<file path="src/rtl/dsr_pkg.sv">
// Package: shared types and defaults for the serial link deserializer.
// Assumes a framing shape that has no match at any rotation except zero.
package dsr_pkg;

    // Alignment state of the framing search.
    typedef enum logic [1:0] {
        ST_HUNT  = 2'd0,
        ST_ALIGN = 2'd1,
        ST_LOCK  = 2'd2
    } align_st_t;

    // Default framing shape; bit j is slot j (slot 0 first in time).
    localparam logic [6:0] FRAME_SHAPE_DEF = 7'b1100011;

endpackage

</file>
<file path="src/rtl/dsr_lane_shift.sv">
// Module: one serial lane shifter.
// Collects the most recent SLOTS bits. The newest bit enters at the top,
// so after a whole word bit j holds slot j. A clear input empties the
// window (used for power-down).
module dsr_lane_shift #(
    parameter int SLOTS = 7
) (
    input  logic             clk,
    input  logic             rst_n,
    input  logic             clr,
    input  logic             ser_i,
    output logic [SLOTS-1:0] win_o
);

    logic [SLOTS-1:0] win_q;

    // Shift one bit per bit clock, newest at the most significant end.
    always_ff @(posedge clk) begin
        if (!rst_n || clr) begin
            win_q <= '0;
        end else begin
            win_q <= {ser_i, win_q[SLOTS-1:1]};
        end
    end

    assign win_o = win_q;

endmodule

</file>
<file path="src/rtl/dsr_frame_align.sv">
// Module: framing search and lock tracking.
// Hunts for the framing shape at every bit position. Once found, it fixes
// the slot counter to that offset and counts consecutive hits at word
// boundaries. It declares lock after LOCK_WORDS hits and drops it after
// MISS_LIMIT consecutive misses. Power-down forces a fresh hunt.
// Assumes the framing window comes from a dsr_lane_shift of SLOTS bits.
module dsr_frame_align
    import dsr_pkg::*;
#(
    parameter int               SLOTS      = 7,
    parameter int               LOCK_WORDS = 4,
    parameter int               MISS_LIMIT = 2,
    parameter logic [SLOTS-1:0] SHAPE      = FRAME_SHAPE_DEF,
    localparam int              CNT_W      = $clog2(SLOTS),
    localparam int              MC_W       = $clog2(LOCK_WORDS + 1),
    localparam int              MS_W       = $clog2(MISS_LIMIT + 1)
) (
    input  logic             clk,
    input  logic             rst_n,
    input  logic             pwr_n,
    input  logic [SLOTS-1:0] frame_win,
    output logic             hit_o,
    output logic             bound_o,
    output logic [CNT_W-1:0] slot_cnt_o,
    output logic             lock_q_o,
    output logic             lock_d_o
);

    align_st_t        st_q, st_d;
    logic [CNT_W-1:0] cnt_q, cnt_d, cnt_wrap;
    logic [MC_W-1:0]  mc_q, mc_d;
    logic [MS_W-1:0]  ms_q, ms_d;
    logic             hit;
    logic             at_bound;

    // Window matches the framing shape in slot order.
    assign hit      = (frame_win == SHAPE);
    assign at_bound = (cnt_q == '0);
    assign cnt_wrap = (cnt_q == CNT_W'(SLOTS - 1)) ? '0 : cnt_q + 1'b1;

    // Next-state logic for the search, alignment and lock tracking.
    always_comb begin
        st_d  = st_q;
        cnt_d = cnt_q;
        mc_d  = mc_q;
        ms_d  = ms_q;
        if (!pwr_n) begin
            st_d  = ST_HUNT;
            cnt_d = '0;
            mc_d  = '0;
            ms_d  = '0;
        end else begin
            unique case (st_q)
                ST_HUNT: begin
                    if (hit) begin
                        st_d  = ST_ALIGN;
                        cnt_d = CNT_W'(1);
                        mc_d  = MC_W'(1);
                    end
                end
                ST_ALIGN: begin
                    cnt_d = cnt_wrap;
                    if (at_bound) begin
                        if (hit) begin
                            if (mc_q == MC_W'(LOCK_WORDS - 1)) begin
                                st_d = ST_LOCK;
                                ms_d = '0;
                            end else begin
                                mc_d = mc_q + 1'b1;
                            end
                        end else begin
                            st_d  = ST_HUNT;
                            cnt_d = '0;
                            mc_d  = '0;
                        end
                    end
                end
                ST_LOCK: begin
                    cnt_d = cnt_wrap;
                    if (at_bound) begin
                        if (hit) begin
                            ms_d = '0;
                        end else if (ms_q == MS_W'(MISS_LIMIT - 1)) begin
                            st_d  = ST_HUNT;
                            cnt_d = '0;
                            mc_d  = '0;
                            ms_d  = '0;
                        end else begin
                            ms_d = ms_q + 1'b1;
                        end
                    end
                end
                default: begin
                    st_d  = ST_HUNT;
                    cnt_d = '0;
                    mc_d  = '0;
                    ms_d  = '0;
                end
            endcase
        end
    end

    // State registers for the alignment tracker.
    always_ff @(posedge clk) begin
        if (!rst_n) begin
            st_q  <= ST_HUNT;
            cnt_q <= '0;
            mc_q  <= '0;
            ms_q  <= '0;
        end else begin
            st_q  <= st_d;
            cnt_q <= cnt_d;
            mc_q  <= mc_d;
            ms_q  <= ms_d;
        end
    end

    assign hit_o      = hit;
    assign bound_o    = at_bound && (st_q != ST_HUNT);
    assign slot_cnt_o = cnt_q;
    assign lock_q_o   = (st_q == ST_LOCK);
    assign lock_d_o   = (st_d == ST_LOCK);

endmodule

</file>
<file path="src/rtl/dsr_word_out.sv">
// Module: output word register and recovered word clock.
// Loads the assembled word only at a word boundary while lock holds on
// both sides of the edge. It clears the word when lock is about to drop.
// The word clock is registered and is high for slots 0..HIGH_SLOTS-1, so
// the data change (slot 1) sits well away from the falling edge.
module dsr_word_out #(
    parameter int  SLOTS      = 7,
    parameter int  WORD_W     = 28,
    localparam int CNT_W      = $clog2(SLOTS),
    localparam int HIGH_SLOTS = (SLOTS + 1) / 2
) (
    input  logic              clk,
    input  logic              rst_n,
    input  logic [WORD_W-1:0] word_i,
    input  logic              bound_i,
    input  logic [CNT_W-1:0]  slot_cnt_i,
    input  logic              lock_q_i,
    input  logic              lock_d_i,
    output logic [WORD_W-1:0] word_o,
    output logic              wclk_o
);

    logic [WORD_W-1:0] word_q;
    logic              wclk_q;
    logic [CNT_W-1:0]  cnt_nxt;

    assign cnt_nxt = (slot_cnt_i == CNT_W'(SLOTS - 1)) ? '0 : slot_cnt_i + 1'b1;

    // Whole-word capture; clear whenever lock will not hold next cycle.
    always_ff @(posedge clk) begin
        if (!rst_n || !lock_d_i) begin
            word_q <= '0;
        end else if (bound_i && lock_q_i) begin
            word_q <= word_i;
        end
    end

    // Registered word clock derived from the upcoming slot position.
    always_ff @(posedge clk) begin
        if (!rst_n) begin
            wclk_q <= 1'b0;
        end else begin
            wclk_q <= lock_d_i && (cnt_nxt < CNT_W'(HIGH_SLOTS));
        end
    end

    assign word_o = word_q;
    assign wclk_o = wclk_q;

endmodule

</file>
<file path="src/rtl/dsr_link_rx.sv">
// Module: top of the one-to-seven serial link deserializer.
// Instantiates one shifter per data lane plus one for the framing lane.
// The data lanes are concatenated so that lane k fills word bits
// k*SLOTS .. k*SLOTS+SLOTS-1. The framing tracker and output stage
// are wired on top of that.
// Assumes all serial inputs are already sampled on clk_bit at the right phase.
module dsr_link_rx
    import dsr_pkg::*;
#(
    parameter int  LANES      = 4,
    parameter int  SLOTS      = 7,
    parameter int  LOCK_WORDS = 4,
    parameter int  MISS_LIMIT = 2,
    localparam int WORD_W     = LANES * SLOTS,
    localparam int CNT_W      = $clog2(SLOTS)
) (
    input  logic              clk_bit,
    input  logic              rst_n,
    input  logic              pwr_n,
    input  logic              frame_ser,
    input  logic [LANES-1:0]  data_ser,
    output logic [WORD_W-1:0] word_o,
    output logic              word_clk_o,
    output logic              locked_o
);

    logic [SLOTS-1:0]  frame_win;
    logic [WORD_W-1:0] word_bus;
    logic              frame_hit;
    logic              bound;
    logic [CNT_W-1:0]  slot_cnt;
    logic              lock_q;
    logic              lock_d;

    // One shifter per data lane, placed into its slice of the word.
    for (genvar k = 0; k < LANES; k++) begin : g_lane
        dsr_lane_shift #(.SLOTS(SLOTS)) i_shift (
            .clk   (clk_bit),
            .rst_n (rst_n),
            .clr   (!pwr_n),
            .ser_i (data_ser[k]),
            .win_o (word_bus[k*SLOTS +: SLOTS])
        );
    end

    dsr_lane_shift #(.SLOTS(SLOTS)) i_frame_shift (
        .clk   (clk_bit),
        .rst_n (rst_n),
        .clr   (!pwr_n),
        .ser_i (frame_ser),
        .win_o (frame_win)
    );

    dsr_frame_align #(
        .SLOTS      (SLOTS),
        .LOCK_WORDS (LOCK_WORDS),
        .MISS_LIMIT (MISS_LIMIT),
        .SHAPE      (SLOTS'(FRAME_SHAPE_DEF))
    ) i_align (
        .clk        (clk_bit),
        .rst_n      (rst_n),
        .pwr_n      (pwr_n),
        .frame_win  (frame_win),
        .hit_o      (frame_hit),
        .bound_o    (bound),
        .slot_cnt_o (slot_cnt),
        .lock_q_o   (lock_q),
        .lock_d_o   (lock_d)
    );

    dsr_word_out #(
        .SLOTS  (SLOTS),
        .WORD_W (WORD_W)
    ) i_out (
        .clk        (clk_bit),
        .rst_n      (rst_n),
        .word_i     (word_bus),
        .bound_i    (bound),
        .slot_cnt_i (slot_cnt),
        .lock_q_i   (lock_q),
        .lock_d_i   (lock_d),
        .word_o     (word_o),
        .wclk_o     (word_clk_o)
    );

    assign locked_o = lock_q;

endmodule

</file>
<file path="config.mk">
export PLATFORM = sky130hd
export DESIGN_NAME = dsr_link_rx
export DESIGN_NICKNAME = d
export VERILOG_FILES = /design/src/rtl/dsr_pkg.sv /design/src/rtl/dsr_lane_shift.sv /design/src/rtl/dsr_frame_align.sv /design/src/rtl/dsr_word_out.sv /design/src/rtl/dsr_link_rx.sv
export SDC_FILE = /design/constraint.sdc
export NUM_CORES = 1
export LEC_CHECK = 0
export ABC_AREA = 1
export BUFFER_PORTS_ARGS = -buffer_cell sky130_fd_sc_hd__clkbuf_2
export CAP_MARGIN = 10
export CORE_UTILIZATION = 60
export DETAILED_ROUTE_END_ITERATION = 10
export HOLD_SLACK_MARGIN = 0.1
export PLACE_DENSITY = 0.85
export SLEW_MARGIN = 30
export SYNTH_ARGS = -nofsm -noshare
export SYNTH_HDL_FRONTEND = slang
export SYNTH_SLANG_ARGS = --single-unit
</file>
<file path="constraint.sdc">
create_clock -name clk_bit -period 4.22 [get_ports clk_bit]
set_input_delay 0.844 -clock clk_bit [delete_from_list [all_inputs] [get_ports clk_bit]]
set_output_delay 0.844 -clock clk_bit [all_outputs]
set_load 0.005 [all_outputs]
</file>
==> reports/qor_table.md, run 1 <==
| Result | This run |
|---|---|
| Syn Std Cell Area | 2865 um^2 |
| Kind of critical path | in2reg |
| First-pass GRT wire length | 8349 um |
| Number of H-tree branching levels | 3 |
| GRT met2 Usage | 36.54% |
| Number of sinks driven by the clock tree | 74 |
| Yosys synthesis warning count | 0 |
| Worst EP required | 4.41 ns |
| Avg Cell Area, Syn | 7.702 um^2 |
| Least-Margin Pin Slew | 0.8964 ns |
| Max transition margin | 40.03% |
| Via count | 2192 |
| Site row count | 24 |
| Die X-Extent | 71.11 um |
| Detailed placer's ending HPWL | 3044 um |
| Placeable core region | 4474 um^2 |
| Iter 0 DRT Violations | 137 |
| Synthesized instance count | 372 |
| Via-to-Cell Ratio | 4.714 |
| Number of antenna repair diodes | 0 |
| TritonCTS clock tree | done |
| Count of final hold-check violations | 0 |
| Aggregate negative setup slack | 0 ns |
| Number of distinct library cells after synthesis | 25 |
| DRC Markers | 4 |
| Power density normalized to cell area | 400.3 nW/um^2 |
| IO Count | 38 |
| Count of input and output buffers | 37 |
| IR Drop Worst-Case VDD | 0.3325 mV |
| Number of antenna violations at the first check in global routing | 0 |
| Layout fillers | 359 |
| Bufs on Longest Clock Path | 2 |
| Drt wl/cell | 10.39 um |
| Overall routed net length | 4832 um |
| Hold Buf Count CTS | 0 |
| Final Skew | 0.006713 ns |
| Leakage power summed over all cells | 1.276 nW |
| Clk pin slew, worst setup/hold paths | 0.07 ns |
| Synthesized flop and latch total | 74 |
| Worst setup margin | 2.136 ns |
| Critical-path maximum fanout | 40 |
| Result of the run | finished, violations left |
| Achievable frequency | 0.4799 GHz |
| P&R area growth vs syn | 13.14% |
| GR met3 Demand/Resource | 7.265% |
| Worst R2R Start | i_frame_shift.win_o[6] |
| Number of cells upsized or downsized after cts | 0 |
| Floorplan die height | 71.11 um |
| Vias in the first global route | 1957 |
| Register area share after synthesis | 51.70% |
| Setup repair after global routing missed its margin | no |
| Worst-skew pair later-pin latency | 0.34 ns |
| Post-CTS Setup Bufs | 0 |
| Effective utilization at floorplan | 64.04% |
| Iteration count of the initial detailed-routing pass | 7 |
| Worst r2r path cells | 6 |
| Pre-CTS worst setup slack | 1.769 ns |
| Pin count of the biggest net entering global routing | 53 |
| Failing checks | DRC |
| Net count reported at finish | 418 |
| Crit. End Element | flop |
| Cells on Worst Hold Path | 2 |
| Full die area | 5056 um^2 |
| Nets in the synthesized netlist | 382 |
| Share of final-layout standard cells stronger than drive strength 1 | 23.73% |
| Worst Min Path Start | i_align.ms_q[1] |
| Core utilization of the finished layout | 72.46% |
| Global-route total usage across every layer | 21.78% |
| Final worst path period need | 2.084 ns |
| Clock Root Buffer | sky130_fd_sc_hd__clkbuf_8 |
| Global route overflow | 0 |
| Final-report max-slew violation count | 0 |
| Source of the critical timing path | rst_n |
| Global-route layer with the greatest usage | met2 |
| Routed Antenna Nets | 0 |
| Number of clock buffers inserted by TritonCTS | 9 |
| M1 GR Usage | 25.57% |
| Number of max-cap violations | 0 |
| Final-report setup violation count | 0 |
| Startpoint types | primary input |
| Final period util | 49.38% |
| Final RePlAce weighted congestion | 0.8902 |
| Arrival time of the worst setup path | 2.28 ns |
| Type of the most critical hold path | reg2reg |
[cells by family (layout without fill, tap and decap cells)]
family,count (synthesis),count (layout),synth area share [%]
AOI/OAI and AO/OA,39,39,7.030
adders and majority gates,2,2,0.8732
buffers and inverters,94,135,13.89
DFF,74,74,51.70
and+or+nand+nor,163,163,26.51
[cell type report]
| cell class | count | area [um^2] | share of cell area [%] |
|---|---|---|---|
| inverter | 81 | 306.5 | 9.456 |
| clock inverter | 5 | 78.83 | 2.431 |
| tap | 52 | 65.06 | 2.007 |
| sequential | 74 | 1481 | 45.70 |
| multi-input combinational | 204 | 985.9 | 30.41 |
| clock buffer | 11 | 131.4 | 4.052 |
| timing repair buffer | 38 | 192.7 | 5.944 |
[registers in the layout (all words and copies together) (netlist names)]
name and flops:
i_align.ms_q 2, i_align.st_q 2, i_align.mc_q 3, i_align.slot_cnt_o 3, i_out.word_o 28, i_out.wclk_o 1
i_frame_shift.win_o 7, g_lane.i_shift.win_o 28
[worst paths after layout]
check,endpoint,slack (ns)
worst min-delay path,i_align.ms_q[1],0.43
worst max register to register,i_out.word_o[9],2.39
worst max-delay path,i_out.word_o[9],2.14
worst min register to register,i_align.ms_q[1],0.43
[power breakdown]
group / switching, W / internal, W / leakage (nW) / total (W)
sequential: 0.00000105 / 0.000701 / 0.597 / 0.000702
clock: 0.000248 / 0.000332 / 0.107 / 0.000581
combinational: 0.0000101 / 0.00000514 / 0.572 / 0.0000152
total: 0.000259 / 0.00104 / 1.28 / 0.00130
[cell usage in the layout (no fill, tap or decap), drive strengths merged]
master and count:
nor2 83, inv 81, dfxtp 74, nand2 64, clkbuf 48, o21ai 32, nand3 10, a21oi 6
nor3 3, clkinv 3, nand4 2, ha 2, bufinv 2, nor3b 1, o211ai 1, buf 1
[layer usage]
layer	routed length, um	share of wire, %
met1	2181	45
met2	2371	49
met3	221	4.6
met4	58	1.2
met5	0	0
[worst max-delay path, cell delays in order]
cell and delay [ns]:
sky130_fd_sc_hd__clkbuf_2 0.08, sky130_fd_sc_hd__nand2_1 0.05, sky130_fd_sc_hd__buf_4 0.35, sky130_fd_sc_hd__inv_1 0.17, sky130_fd_sc_hd__nand2_2 0.68, sky130_fd_sc_hd__nor2_2 0.08
[Yosys cell counts]
cell type                  instances  area (um^2)
sky130_fd_sc_hd__nand2_1          59        221.5
sky130_fd_sc_hd__inv_4             1        6.260
sky130_fd_sc_hd__nor2_1           51        191.4
sky130_fd_sc_hd__o21ai_2           1        8.760
sky130_fd_sc_hd__nor3b_1           1        7.510
sky130_fd_sc_hd__buf_6             5        56.30
sky130_fd_sc_hd__nor2_4            3        33.78
sky130_fd_sc_hd__buf_1             1        3.750
sky130_fd_sc_hd__dfxtp_1          74         1481
sky130_fd_sc_hd__clkbuf_1          3        11.26
sky130_fd_sc_hd__ha_1              2        25.02
sky130_fd_sc_hd__buf_2             4        20.02
sky130_fd_sc_hd__o21ai_0          28        140.1
sky130_fd_sc_hd__nand2_4           2        22.52
sky130_fd_sc_hd__nor2_2           29        181.4
sky130_fd_sc_hd__inv_1            74        277.8
sky130_fd_sc_hd__nand2_2           3        18.77
sky130_fd_sc_hd__nand4_1           2        12.51
sky130_fd_sc_hd__a21oi_1           6        30.03
sky130_fd_sc_hd__nand3_2           1        10.01
sky130_fd_sc_hd__o211ai_1          1        7.510
sky130_fd_sc_hd__o21ai_1           3        15.01
sky130_fd_sc_hd__nand3_1           9        45.04
sky130_fd_sc_hd__nor3_1            3        15.01
sky130_fd_sc_hd__inv_2             6        22.52
[through the flow]
| stage | cell area [um^2] | cells | total power (W) | hold WS [ns] |
|---|---|---|---|---|
| floorplan | 2865 | 372 | 0.0007280 | 0.4086 |
| global placement | 3032 | 449 | 0.0007330 | 0.4117 |
| detailed placement | 3032 | 449 | 0.0007335 | 0.4208 |
| CTS | 3242 | 465 | 0.001310 | 0.4331 |
| global route | 3242 | 465 | 0.001342 | 0.4483 |
| finish | 3242 | 465 | 0.001298 | 0.4288 |
Power figures use the tool's default switching activity.
==> inputs of run 2 (changes only) <==
Settings changed: ABC_AREA 1 to 0, CORE_UTILIZATION 60 to 50, PLACE_DENSITY 0.85 to 0.76.
Clock period 4.22 ns to 1.79 ns, I/O delays scaled along.
==> run 2 against run 1 <==
Against the previous run:
- the run now ends clean
- critical path depth did not move
- combinational power rose to 3.0 times the previous value
- via count fell by 7.4%
- count of clock-buffer cells in the layout fell by 1
- first-iteration DRC count fell by 14%
- power rose by 110%
- sequential cell count did not move
- non-clock buffer count rose by 9
- sequential share of layout area rose by 1.5 points
- cell area fell by 3.2%
- final cell count fell by 15%
- core utilization fell by 12 points
- highest routed layer unchanged
==> reports/qor_table.md, run 2 <==
| Result | This run | Delta |
|---|---|---|
| Net count reported at finish | 331 | -21% |
| Final RePlAce weighted congestion | 0.8969 | +0.75% |
| Final Skew | 0.008515 ns | +0.001801 ns |
| Worst path slowest cell | sky130_fd_sc_hd__dfxtp_1 |  |
| Placeable core region | 5172 um^2 | +16% |
| Worst R2R Start | i_frame_shift.win_o[2] |  |
| Via count | 2029 | -7.4% |
| Power after layout | 0.002779 W | +110% |
| Number of max-cap violations | 0 | unchanged |
| Number of cells upsized or downsized after cts | 0 | unchanged |
| P&R area growth vs syn | 15.84% |  |
| Hold Buf Count CTS | 0 | unchanged |
| Area share of the leading cell type in the synthesized netlist | 54.66% | +3.0 points |
| IR Drop Worst-Case VDD | 0.4951 mV | +49% |
| Final period util | 92.41% |  |
| Worst r2r path cells | 6 | unchanged |
| Number of H-tree branching levels | 3 | unchanged |
| Final worst path period need | 1.654 ns |  |
| Worst EP required | 2.07 ns | -2.34 ns |
| Highest-count cells in the layout ignoring fill and taps | sky130_fd_sc_hd__dfxtp_1 (74), sky130_fd_sc_hd__nand2_1 (62), sky130_fd_sc_hd__clkbuf_2 (37), sky130_fd_sc_hd__and3_1 (36), sky130_fd_sc_hd__a21oi_2 (28) |  |
| Final-report setup violation count | 0 | unchanged |
| Register area share after synthesis | 54.66% | +3.0 points |
| Count of final hold-check violations | 0 | unchanged |
| Result of the run | complete, no violations |  |
| Iteration count of the initial detailed-routing pass | 5 | -2 |
| Overall routed net length | 4965 um | +2.8% |
| First-pass GRT wire length | 8335 um | -0.17% |
| Type of the most critical hold path | in2reg |  |
| Power density normalized to cell area | 885.4 nW/um^2 | +120% |
| Leakage power summed over all cells | 1.345 nW | +5.5% |
| Startpoint types | flop |  |
| Worst setup margin | 0.1359 ns | -2.000 ns |
| Leading register cell type out of synthesis | sky130_fd_sc_hd__dfxtp_1 |  |
| Max transition margin | 69.78% | +30 points |
| Share of final-layout standard cells stronger than drive strength 1 | 29.54% | +5.8 points |
| Crit. End Element | flop |  |
| Vias in the first global route | 1880 | -3.9% |
| Floorplan die height | 75.62 um | +6.3% |
| Syn Std Cell Area | 2710 um^2 | -5.4% |
| Critical-path maximum fanout | 24 | -40% |
| Detailed placer's ending HPWL | 3217 um | +5.7% |
| Source of the critical timing path | i_frame_shift.win_o[2] |  |
| Setup repair after global routing missed its margin | no |  |
| Cells on Worst Hold Path | 2 | unchanged |
| Top post-synthesis cells by area | sky130_fd_sc_hd__dfxtp_1 (55%), sky130_fd_sc_hd__a21oi_2 (9.0%), sky130_fd_sc_hd__nand2_1 (8.6%) |  |
| Routed Antenna Nets | 0 | unchanged |
| Worst setup path end | i_out.word_o[17] |  |
| Site row count | 26 | +8.3% |
| Nets in the synthesized netlist | 292 | -24% |
| Synthesized instance count | 282 | -24% |
| Filler-free cell count of the finished design | 395 | -15% |
| Core utilization of the finished layout | 60.69% | -12 points |
| Iter 0 DRT Violations | 118 | -14% |
| Count of input and output buffers | 37 | unchanged |
| Least-Margin Pin Slew | 0.4486 ns | -0.4479 ns |
| Biggest area consumer among synthesized cells | sky130_fd_sc_hd__dfxtp_1 |  |
| Arrival time of the worst setup path | 1.93 ns | -0.35 ns |
| Bufs on Longest Clock Path | 2 | unchanged |
| Avg Cell Area, Syn | 9.610 um^2 | +25% |
| Most frequent standard cell in the layout excluding fill and tap cells | sky130_fd_sc_hd__dfxtp_1 |  |
| Clock Root Buffer | sky130_fd_sc_hd__clkbuf_8 |  |
| Synthesized flop and latch total | 74 | unchanged |
| Kind of critical path | reg2reg |  |
| Most frequent cells after synthesis | sky130_fd_sc_hd__dfxtp_1 (74), sky130_fd_sc_hd__nand2_1 (62), sky130_fd_sc_hd__and3_1 (36), sky130_fd_sc_hd__a21oi_2 (28), sky130_fd_sc_hd__clkbuf_1 (9) |  |
| Effective utilization at floorplan | 52.39% | -12 points |
| Number of sinks driven by the clock tree | 74 | unchanged |
| Via-to-Cell Ratio | 5.137 | +9.0% |
| Number of distinct library cells after synthesis | 35 | +40% |
| Number of antenna repair diodes | 0 | unchanged |
| Full die area | 5718 um^2 | +13% |
| Final-report max-slew violation count | 0 | unchanged |
| Global route overflow | 0 | unchanged |
| Clk pin slew, worst setup/hold paths | 0.08 ns | about the same |
| Layout fillers | 446 | +24% |
| Achievable frequency | 0.6046 GHz |  |
| Die X-Extent | 75.62 um | +6.3% |
| Number of clock buffers inserted by TritonCTS | 9 | unchanged |
| Worst-skew pair later-pin latency | 0.34 ns | about the same |
| Critical Path, Cell by Cell | and4bb_1 > and4b_2 > nand2_1 > o22a_2 > buf_12 > a21oi_2 |  |
| Global-route total usage across every layer | 19.99% | -1.8 points |
| Ys async rst share | 0% | unchanged |
| Number of antenna violations at the first check in global routing | 0 | unchanged |
| Aggregate negative setup slack | 0 ns | unchanged |
| R2R setup slack | 0.14 ns | -2.25 ns |
| Number of placed cells counting well taps | 380 | -15% |
| Post-CTS Setup Bufs | 0 | unchanged |
| Drt wl/cell | 12.57 um | +21% |
| DRC Markers | 0 | -4 |
| Capture point of the worst reg-to-reg path | i_out.word_o[17] |  |
| Pre-CTS worst setup slack | 0.1558 ns | -1.613 ns |
| TritonCTS clock tree | done |  |
| Yosys synthesis warning count | 0 | unchanged |
| Number of flops mapped to enable cells by yosys | 0 | unchanged |
| IO Count | 38 | unchanged |
| Pin count of the biggest net entering global routing | 37 | -30% |
| Critical path's largest stage delay | 0.31 ns | -0.37 ns |
| Top-count cell post-synth | sky130_fd_sc_hd__dfxtp_1 |  |
## run 2: changes by cell type after synthesis, moves of 4 or more
cell                       change
sky130_fd_sc_hd__nor2_1       -46
sky130_fd_sc_hd__nand3_1       -6
sky130_fd_sc_hd__o21ai_0      -23
sky130_fd_sc_hd__clkbuf_1      +6
sky130_fd_sc_hd__a22o_1        +4
sky130_fd_sc_hd__nor2_2       -27
sky130_fd_sc_hd__inv_2         -6
sky130_fd_sc_hd__inv_1        -68
sky130_fd_sc_hd__a21oi_2      +28
sky130_fd_sc_hd__and3_1       +36
## run 2: worst min-delay path by stage
stage / slack [ns] / startpoint / end
after global placement: 0.43 / g_lane[2].i_shift.win_o[0] / i_out.word_o[14]
final: 0.25 / frame_ser / i_frame_shift.win_o[6]
after floorplan: 0.43 / g_lane[0].i_shift.win_o[0] / i_out.word_o[0]
after CTS: 0.24 / frame_ser / i_frame_shift.win_o[6]
after detailed placement: 0.44 / g_lane[1].i_shift.win_o[0] / i_out.word_o[7]
after global routing: 0.24 / data_ser[3] / g_lane[3].i_shift.win_o[6]
## run 2: power by group
| part | switching, W | internal (W) |
|---|---|---|
| clock | 0.000585 | 0.000493 |
| combinational | 0.0000289 | 0.0000164 |
| sequential | 0.00000396 | 0.00165 |
## run 2: per-stage QoR
step                      cell area (um^2)  hold slack [ns]
final                                 3139           0.2545
after global routing                  3139           0.2403
after CTS                             3139           0.2412
after detailed placement              2980           0.4352
after global placement                2980           0.4294
after floorplan                       2710           0.4264
## run 2: worst max-delay path: cells and delay by family, from the launching register on
kind / cells / cell delay (ns)
flops: 1 / 0.31
simple gates: 3 / 0.72
buf+inv: 1 / 0.18
compound gates: 2 / 0.38
## run 2: logic make-up (layout without fill, tap and decap cells)
logic type / Yosys count / in the layout / synth area share (%)
and+or+nand+nor: 126 / 126 / 23.91
muxes: 1 / 1 / 0.3694
DFF: 74 / 74 / 54.66
buffers and inverters: 25 / 68 / 4.616
AOI/OAI and AO/OA: 54 / 54 / 15.51
adders and majority gates: 2 / 2 / 0.9232
## run 2: cell type report
| cell class | count | area (um^2) | area share, % |
|---|---|---|---|
| tap | 70 | 87.58 | 2.790 |
| timing repair buffer | 47 | 285.3 | 9.087 |
| clock inverter | 5 | 31.28 | 0.9964 |
| inverter | 6 | 22.52 | 0.7174 |
| clock buffer | 10 | 127.6 | 4.065 |
| multi-input combinational | 183 | 1104 | 35.15 |
| sequential | 74 | 1481 | 47.19 |
## run 2: routing by layer
metal  GRT usage, %  part of all wire [%]
met3          6.614                   3.7
met2          32.24                    45
met4          10.08                   2.4
met1          23.94                    49
met5              0                     0
